**config.mk**
```make
export PLATFORM = sky130hd
export DESIGN_NAME = nibble_bus_cpu
export DESIGN_NICKNAME = d
export VERILOG_FILES = /design/src/rtl/nbc_pkg.sv /design/src/rtl/nbc_phase.sv /design/src/rtl/nbc_decode.sv /design/src/rtl/nbc_alu.sv /design/src/rtl/nibble_bus_cpu.sv
export SDC_FILE = /design/constraint.sdc
export NUM_CORES = 1
export LEC_CHECK = 0
export ABC_AREA = 1
export BUFFER_PORTS_ARGS = -buffer_cell sky130_fd_sc_hd__buf_2
export CORE_AREA = 3 3 149 151
export DETAILED_ROUTE_END_ITERATION = 8
export DIE_AREA = 0 0 152 154
export SLEW_MARGIN = 20
export SYNTH_ARGS = -nofsm -noshare
export SYNTH_HDL_FRONTEND = slang
export SYNTH_SLANG_ARGS = --single-unit
```
**constraint.sdc**
```tcl
create_clock -name clk -period 3.61 [get_ports clk]
set_input_delay 0.722 -clock clk [delete_from_list [all_inputs] [get_ports clk]]
set_output_delay 0.722 -clock clk [all_outputs]
set_load 0.01 [all_outputs]
```
**src/rtl/nbc_pkg.sv**
```systemverilog
package nbc_pkg;

    localparam int unsigned DATA_W = 4;
    localparam int unsigned INSN_W = 8;
    localparam int unsigned PC_W   = 7;
    localparam int unsigned SEL_W  = 4;

    localparam logic [SEL_W-1:0] ARITH_ADD = 4'b1001;
    localparam logic [SEL_W-1:0] ARITH_SUB = 4'b0110;

    typedef enum logic [1:0] {
        PH_M1 = 2'd0,
        PH_M2 = 2'd1,
        PH_M3 = 2'd2,
        PH_M4 = 2'd3
    } phase_e;

    typedef enum logic [2:0] {
        SRC_A   = 3'b000,
        SRC_B   = 3'b001,
        SRC_RAM = 3'b011,
        SRC_INA = 3'b100,
        SRC_INB = 3'b101
    } src_e;

    typedef enum logic [2:0] {
        DST_A    = 3'b000,
        DST_B    = 3'b001,
        DST_PC   = 3'b010,
        DST_RAM  = 3'b011,
        DST_OUTA = 3'b100,
        DST_OUTB = 3'b101
    } dst_e;

    typedef enum logic [1:0] {
        K_MOV = 2'd0,
        K_ALU = 2'd1,
        K_IMM = 2'd2
    } kind_e;

    typedef struct packed {
        logic oe_a;
        logic oe_b;
        logic oe_ram;
        logic oe_ina;
        logic oe_inb;
        logic oe_imm;
        logic oe_alu;
        logic oe_t;
    } drive_t;

    typedef struct packed {
        logic ir;
        logic t;
        logic a;
        logic b;
        logic pc_load;
        logic pc_inc;
        logic ram;
        logic pa;
        logic pb;
    } latch_t;

    typedef struct packed {
        drive_t drv;
        latch_t wr;
    } strobes_t;

    function automatic kind_e classify(input logic [INSN_W-1:0] w);
        if (w[INSN_W-1])      return K_IMM;
        else if (w[INSN_W-2]) return K_ALU;
        else                  return K_MOV;
    endfunction

endpackage

```
**src/rtl/nbc_phase.sv**
```systemverilog
module nbc_phase
    import nbc_pkg::*;
(
    input  logic   clk,
    input  logic   rst,
    output phase_e ph
);
    phase_e ph_next;

    always_comb begin
        unique case (ph)
            PH_M1:   ph_next = PH_M2;
            PH_M2:   ph_next = PH_M3;
            PH_M3:   ph_next = PH_M4;
            default: ph_next = PH_M1;
        endcase
    end

    always_ff @(posedge clk) begin
        if (rst) ph <= PH_M1;
        else     ph <= ph_next;
    end
endmodule

```
**src/rtl/nbc_decode.sv**
```systemverilog
module nbc_decode
    import nbc_pkg::*;
(
    input  phase_e              ph,
    input  logic [INSN_W-1:0]   word,
    input  logic                b_full,
    output strobes_t            st
);
    kind_e kind;
    logic  src_win;
    logic  dst_win;
    logic  is_mov;
    logic [2:0] src;
    logic [2:0] dst;

    assign kind    = classify(word);
    assign is_mov  = (kind == K_MOV);
    assign src     = word[5:3];
    assign dst     = word[2:0];
    assign src_win = (ph == PH_M1) || (ph == PH_M2);
    assign dst_win = (ph == PH_M4);

    always_comb begin
        st = '0;
        // Source side: drives the bus during the first two phases
        st.drv.oe_imm = src_win && (kind == K_IMM);
        st.drv.oe_alu = src_win && (kind == K_ALU);
        st.drv.oe_a   = src_win && is_mov && (src == SRC_A);
        st.drv.oe_b   = src_win && is_mov && (src == SRC_B);
        st.drv.oe_ram = src_win && is_mov && (src == SRC_RAM);
        st.drv.oe_ina = src_win && is_mov && (src == SRC_INA);
        st.drv.oe_inb = src_win && is_mov && (src == SRC_INB);
        st.drv.oe_t   = (ph == PH_M3) || (ph == PH_M4);
        // Latch side
        st.wr.ir      = (ph == PH_M1);
        st.wr.t       = (ph == PH_M2);
        st.wr.a       = dst_win && (!is_mov || (dst == DST_A));
        st.wr.b       = dst_win && is_mov && (dst == DST_B);
        st.wr.ram     = dst_win && is_mov && (dst == DST_RAM);
        st.wr.pa      = dst_win && is_mov && (dst == DST_OUTA);
        st.wr.pb      = dst_win && is_mov && (dst == DST_OUTB);
        st.wr.pc_load = dst_win && is_mov && (dst == DST_PC) && !b_full;
        st.wr.pc_inc  = dst_win && !st.wr.pc_load;
    end
endmodule

```
**src/rtl/nbc_alu.sv**
```systemverilog
module nbc_alu
    import nbc_pkg::*;
#(
    parameter int unsigned W = DATA_W
) (
    input  logic             mode,
    input  logic [SEL_W-1:0] sel,
    input  logic [W-1:0]     a,
    input  logic [W-1:0]     b,
    output logic [W-1:0]     y
);
    logic [W-1:0] logic_y;
    logic [W-1:0] arith_y;

    always_comb begin
        unique case (sel)
            4'd0:    logic_y = ~a;
            4'd1:    logic_y = ~(a | b);
            4'd2:    logic_y = ~a & b;
            4'd3:    logic_y = '0;
            4'd4:    logic_y = ~(a & b);
            4'd5:    logic_y = ~b;
            4'd6:    logic_y = a ^ b;
            4'd7:    logic_y = a & ~b;
            4'd8:    logic_y = ~a | b;
            4'd9:    logic_y = ~(a ^ b);
            4'd10:   logic_y = b;
            4'd11:   logic_y = a & b;
            4'd12:   logic_y = '1;
            4'd13:   logic_y = a | ~b;
            4'd14:   logic_y = a | b;
            default: logic_y = a;
        endcase
    end

    always_comb begin
        if (sel == ARITH_ADD)      arith_y = a + b;
        else if (sel == ARITH_SUB) arith_y = a - b;
        else                       arith_y = a;
    end

    assign y = mode ? logic_y : arith_y;
endmodule

```
**src/rtl/nibble_bus_cpu.sv**
```systemverilog
module nibble_bus_cpu
    import nbc_pkg::*;
#(
    parameter int unsigned DW = DATA_W,
    parameter int unsigned IW = INSN_W,
    parameter int unsigned PW = PC_W
) (
    input  logic          clk,
    input  logic          rst,
    input  logic [IW-1:0] rom_data,
    input  logic [DW-1:0] in_a,
    input  logic [DW-1:0] in_b,
    output logic [PW-1:0] rom_addr,
    output logic [DW-1:0] out_a,
    output logic [DW-1:0] out_b
);
    localparam int unsigned RAM_DEPTH = 1 << DW;

    phase_e        phase;
    strobes_t      st;
    logic [IW-1:0] ir;
    logic [IW-1:0] word;
    logic [DW-1:0] ra, rb, rt;
    logic [PW-1:0] pc;
    logic [DW-1:0] ram [RAM_DEPTH];
    logic [DW-1:0] alu_y;
    logic [DW-1:0] bus;
    logic          b_full;

    // The byte being fetched is decoded directly while it is latched
    assign word   = (phase == PH_M1) ? rom_data : ir;
    assign b_full = (rb == '1);

    nbc_phase u_phase (
        .clk (clk),
        .rst (rst),
        .ph  (phase)
    );

    nbc_decode u_dec (
        .ph     (phase),
        .word   (word),
        .b_full (b_full),
        .st     (st)
    );

    nbc_alu #(.W(DW)) u_alu (
        .mode (word[4]),
        .sel  (word[3:0]),
        .a    (ra),
        .b    (rb),
        .y    (alu_y)
    );

    // Shared bus: wired-OR of every gated driver
    assign bus = ({DW{st.drv.oe_a}}   & ra)
               | ({DW{st.drv.oe_b}}   & rb)
               | ({DW{st.drv.oe_ram}} & ram[rb])
               | ({DW{st.drv.oe_ina}} & in_a)
               | ({DW{st.drv.oe_inb}} & in_b)
               | ({DW{st.drv.oe_imm}} & word[DW-1:0])
               | ({DW{st.drv.oe_alu}} & alu_y)
               | ({DW{st.drv.oe_t}}   & rt);

    always_ff @(posedge clk) begin
        if (rst) begin
            ir    <= '0;
            rt    <= '0;
            ra    <= '0;
            rb    <= '0;
            pc    <= '0;
            out_a <= '0;
            out_b <= '0;
        end else begin
            if (st.wr.ir) ir    <= rom_data;
            if (st.wr.t)  rt    <= bus;
            if (st.wr.a)  ra    <= bus;
            if (st.wr.b)  rb    <= bus;
            if (st.wr.pa) out_a <= bus;
            if (st.wr.pb) out_b <= bus;
            if (st.wr.pc_load)     pc <= PW'(bus);
            else if (st.wr.pc_inc) pc <= pc + PW'(1);
        end
    end

    generate
        for (genvar g = 0; g < RAM_DEPTH; g++) begin : g_ram
            always_ff @(posedge clk) begin
                if (rst)
                    ram[g] <= '0;
                else if (st.wr.ram && (rb == DW'(g)))
                    ram[g] <= bus;
            end
        end
    endgenerate

    assign rom_addr = pc;
endmodule

```
* Yosys cells after proc, flatten, opt, wreduce, memory -nomap -nowiden
Memories as Yosys holds them, arrays and structs flattened. A register that Yosys moved wholly into a read port is not among the register bits.
Cells that the tools add are included.
W data, S select, Z words.
** Storage, ports and cells
- Bits in registers :: 37
- Latch bits :: 0
- Memory bits (writable) :: 64
- Memory bits (read-only) :: 0
- Bits of input ports :: 18
- Output and inout port bits :: 15
- Logic and storage cells :: 224
- Memories :: 1
** Memories
- ram :: words 16, bits a word 4, read ports 1, clocked after Yosys merged registers in 1, write ports 16, line nibble_bus_cpu.sv:25 : logic [DW-1:0] ram [RAM_DEPTH];
** Cells by class
- Add/sub/neg operators :: 3
- Multiply operators :: 0
- Div/mod/pow operators :: 0
- Order comparisons :: 0
- Equality and inequality tests :: 43
- Shifts and indexed selects :: 0
- Muxes and demuxes :: 78
- Bitwise gates (word level) :: 43
- Reductions and logical operators :: 47
** Operators with widths (count)
- $mux W4 :: 23
- $eq A4 B4 Y1 const B :: 15
- $pmux W4 S15 :: 1
- $mux W1 :: 51
- $and A4 B4 Y4 :: 11
- $or A4 B4 Y4 :: 10
- $logic_and A1 B1 Y1 :: 33
- $eq A4 B3 Y1 const B :: 8
- $not A4 Y4 :: 5
- $eq A4 B2 Y1 const B :: 4
- $or A1 B1 Y1 :: 16
- $eq A3 B3 Y1 const B :: 4
- $eq A3 B2 Y1 const B :: 3
- $eq A4 B1 Y1 const B :: 2
- $logic_not A4 Y1 :: 2
- $mux W8 :: 1
- $add A7 B1 Y7 const B :: 1
- $eq A2 B2 Y1 const B :: 3
- $eq A3 B1 Y1 const B :: 2
- $logic_not A3 Y1 :: 2
- $pmux W2 S3 :: 1
- $add A4 B4 Y4 :: 1
- $eq A2 B1 Y1 const B :: 2
- $logic_not A2 Y1 :: 2
- other kinds (7) :: 11

* Logic depth before layout (Yosys ltp)
- Depth in word-level cells :: 17
- Gate-level depth with buffers :: 22
- Mapped depth without buffers :: 19

* Modules after synthesis
Synthesis repeated with hierarchy kept, for this count alone.
** Second synthesis, totals
- Cells, all modules :: 900
- Area total of the unflattened synthesis :: 6520.0 um^2
** Modules (own cells, without submodules)
- nibble_bus_cpu :: instances 1, cells an instance 617, area each 5066.1 um^2, seq. area each 2702.6 um^2
- nbc_alu :: instances 1, cells an instance 228, area each 1146.1 um^2, seq. area each 0.0 um^2
- nbc_decode :: instances 1, cells an instance 41, area each 193.9 um^2, seq. area each 0.0 um^2
- nbc_phase :: instances 1, cells an instance 14, area each 113.9 um^2, seq. area each 40.0 um^2

* Least setup slack after synthesis
Ideal clock, no wire load.
- Kind :: register to register
- From :: reg u_phase.ph[0]
- To :: mem ram[0][0] in the netlist's numbering, enable pin
- Data arrival time :: 2232 ps
- Setup slack :: 1017 ps
- Cell stages (with the launch flop) :: 17
- Path buffers :: 2
- Clock period less this slack :: 2593 ps
- Cell sequence :: dfxtp_1 -> inv_1 -> ha_1 -> buf_6 -> inv_4 -> buf_6 -> nand2_1 -> nand2_1 -> nor2_2 -> nand2_1 -> nor2_1 -> inv_1 -> nor2_1 -> inv_1 -> nor3_4 -> inv_1 -> o21ai_0
** RTL lines
- from (decl) :: line nbc_phase.sv:6 : output phase_e ph
- from (signal assigned) :: line nbc_phase.sv:21 : else ph <= ph_next;
- to (decl) :: line nibble_bus_cpu.sv:25

==> impl_metrics.json <==
{
  "status": "finished clean",
  "syn_inst": 865,
  "grt_first_pass_wirelength_um": 28790,
  "cts_buffer_depth": 2,
  "critPathMaxStageDelay_ns": 0.49,
  "cp_cell_sequence": "inv_1 > ha_1 > inv_4 > nand2_1 > nand2_1 > nor2_2 > nand2_1 > nor2_1 > inv_1 > nor2_1 > inv_1 > nor2_1 > inv_1 > o21ai_0",
  "areaGrowthSynthToFinish_pct": 11.37,
  "synthXorXnorAreaFrac_pct": 0.6767,
  "tns_ns": 0,
  "period_needed_ns": 3.172,
  "synth-main-ff-cell": "edfxtp_1",
  "ys_async_sr_fraction_pct": 0,
  "antenna_found_initial": 0,
  "cp-end-kind": "register",
  "placementRows": 53,
  "fmax_mhz": 315.3,
  "reg2reg_slack_ns": 0.44,
  "cp.required_ns": 3.60,
  "path_buf_inv": 5,
  "cts_root_buffer": "clkbuf_16",
  "cts_setup_buffers": 0,
  "worstSetupPathType": "register to register",
  "synthSimpleGateAreaFrac_pct": 35.11,
  "synth.area.top_cells": "edfxtp_1 (30%), dfxtp_1 (13%), nand2_1 (12%)",
  "synth_top_area_share_pct": 29.70,
  "rsz0062_at_grt": "no",
  "finalSetupViolCount": 0,
  "path_delay_family": "simple AND/OR/NAND/NOR gates",
  "yosysUniqueCellTypes": 44,
  "core_um2": 20960,
  "start_util_pct": 30.88,
  "syn_area_um2": 6471,
  "finalNetCount": 931,
  "die_h_um": 154,
  "cts_tree": "built",
  "crit_fanout": 11,
  "worstSkewPairLatency_ns": 0.35,
  "vias": 5592,
  "grt_pass1_vias": 5456,
  "cts-resized-gates": 0,
  "cts_max_level": 3,
  "dpl.hpwl_um": 12740,
  "critPathLaunchType": "register",
  "netlist.top_cell.by_area": "edfxtp_1",
  "antenna_cells": 0,
  "cts_sinks": 105,
  "avgSynthCellArea_um2": 7.481,
  "vdd_drop_max_uv": 424.0,
  "drtAntennaViolNets": 0,
  "cp_slowest_cell": "o21ai_0",
  "synth_nets": 907,
  "hold_class": "register to register",
  "die_x_um": 152,
  "maxCapViolations": 0,
  "layout_commonest_cell": "nand2_1",
  "cp.arrival_ns": 3.16,
  "layout_common_cells": "nand2_1 (207), nor2_1 (124), inv_1 (110)",
  "drive_gt1_share_pct": 12.88,
  "max-slew-margin-rel_pct": 37.22,
  "cts_made_buffers": 9,
  "finClkSkew_ns": 0.01368,
  "synth_top_family_by_area": "simple AND/OR/NAND/NOR gates",
  "hold_viol_final": 0,
  "drc": 0,
  "firstDrtPassIters": 5,
  "drt-total-wl_um": 17370,
  "fillCellCount": 2260,
  "grt_max_degree": 35,
  "overflow": 0,
  "post-route-period-util_pct": 87.87,
  "tightest_slew_ns": 0.9407,
  "track_usage_pct": 15.15,
  "drtIter0Drc": 514,
  "ys_seq_elements": 105,
  "instances_no_fill": 1168,
  "die_area_um2": 23410,
  "routed_via_density": 4.788,
  "p_per_area_nw_per_um2": 684.4,
  "numPortBuffers": 32,
  "ys_seq_area_share_pct": 42.38,
  "yosys-mux-area-fraction_pct": 0,
  "finalMaxSlewViolations": 0,
  "path_clk_slew_ns": 0.07,
  "synth_fa_ha_area_share_pct": 4.872,
  "cellLeakagePower_nw": 3.138,
  "dp.cells": 1153,
  "cts-hold-fix-buffers": 0,
  "synth_compound_area_share_pct": 7.715,
  "num_io_pins": 33,
  "routedWlPerCell_um": 14.87,
  "crit_path_frequent_cell": "inv_1",
  "synth_enable_flop_cells": 64,
  "gp_congestion": 0.9113,
  "yosysWarnings": 0
}
-- worst paths after layout --
path,startpoint,end,cells after the start
setup reg to reg,u_phase.ph[0],ram[7][1],14
setup / recovery,u_phase.ph[0],ram[7][1],14
hold reg to reg,rom_addr[6],rom_addr[6],2
hold / removal,rom_addr[6],rom_addr[6],2
-- final cells by class --
type	count	area, um^2	share of cell area [%]
multi-input cells	614	3131	43.44
flip-flops and latches	105	2743	38.06
inverters	118	445.4	6.181
well taps	275	344.1	4.774
clock buffers	10	229.0	3.177
repair buffers	41	227.7	3.160
clock inverters	5	87.58	1.215
-- cell families (layout without fill, tap and decap cells) --
| family | after synthesis | count (layout) |
|---|---|---|
| simple gates | 498 | 498 |
| flops | 105 | 105 |
| fa+ha+maj | 24 | 24 |
| xor+xnor | 5 | 5 |
| buf+inv | 146 | 174 |
| compound gates | 87 | 87 |
-- sequential cells by signal, indices dropped and copies added, names as in the netlist, named ones only --
signal      flops
ir              8
out_a           4
out_b           4
ra              4
ram            64
rb              4
rom_addr        7
rt              4
u_phase.ph      2
-- where the power goes --
part	total (mW)	internal (mW)	leakage, nW	switching (mW)
Sequential	1.45	1.38	0.994	0.0689
Clock	1.06	0.612	0.151	0.446
Combinational	2.43	0.622	1.99	1.81
-- metal layers --
metal / global-route usage, % / vias to the layer above / share of wire (%)
li1: - / 2819 / -
met1: 20.22 / 2561 / 45
met2: 24.56 / 177 / 47
met3: 2.927 / 35 / 5.8
met4: 5.437 / 0 / 2.5
met5: 0 / - / 0
-- cells in the mapped netlist (3+ instances only) --
cell / count
nand2_1: 207
nor2_1: 124
inv_1: 110
nand3_1: 101
edfxtp_1: 64
o21ai_0: 45
dfxtp_1: 41
a21oi_1: 23
ha_1: 22
nand2_2: 15
nor2_2: 14
clkbuf_1: 13
nand3b_1: 8
nor2_4: 6
buf_2: 5
buf_6: 5
inv_2: 5
nand2_4: 5
buf_1: 4
nor3_1: 4
o211ai_1: 4
xor2_1: 4
a22o_1: 3
nand3_2: 3
nand4_1: 3
nor3_4: 3
-- per-stage QoR --
stage	utilization [%]	cell area (um^2)	hold slack (ns)	power [mW]	worst slack, ns
2_1_floorplan	-	6471	0.4954	3.336	1.017
3_3_place_gp	32.88	6890	0.4644	3.895	0.5763
3_5_place_dp	32.88	6890	0.4803	3.891	0.4554
4_1_cts	34.39	7207	0.4936	4.946	0.4304
5_1_grt	34.39	7207	0.5232	5.294	0.1263
6_report	34.39	7207	0.4894	4.932	0.4379
-- worst min-delay path: cells and delay by family (launching register included) --
kind | cells | cell delay [ns]
and+or+nand+nor | 1 | 0.06
DFF | 1 | 0.32
AOI/OAI and AO/OA | 1 | 0.06
Note: power is estimated with default switching activity, not from simulation.
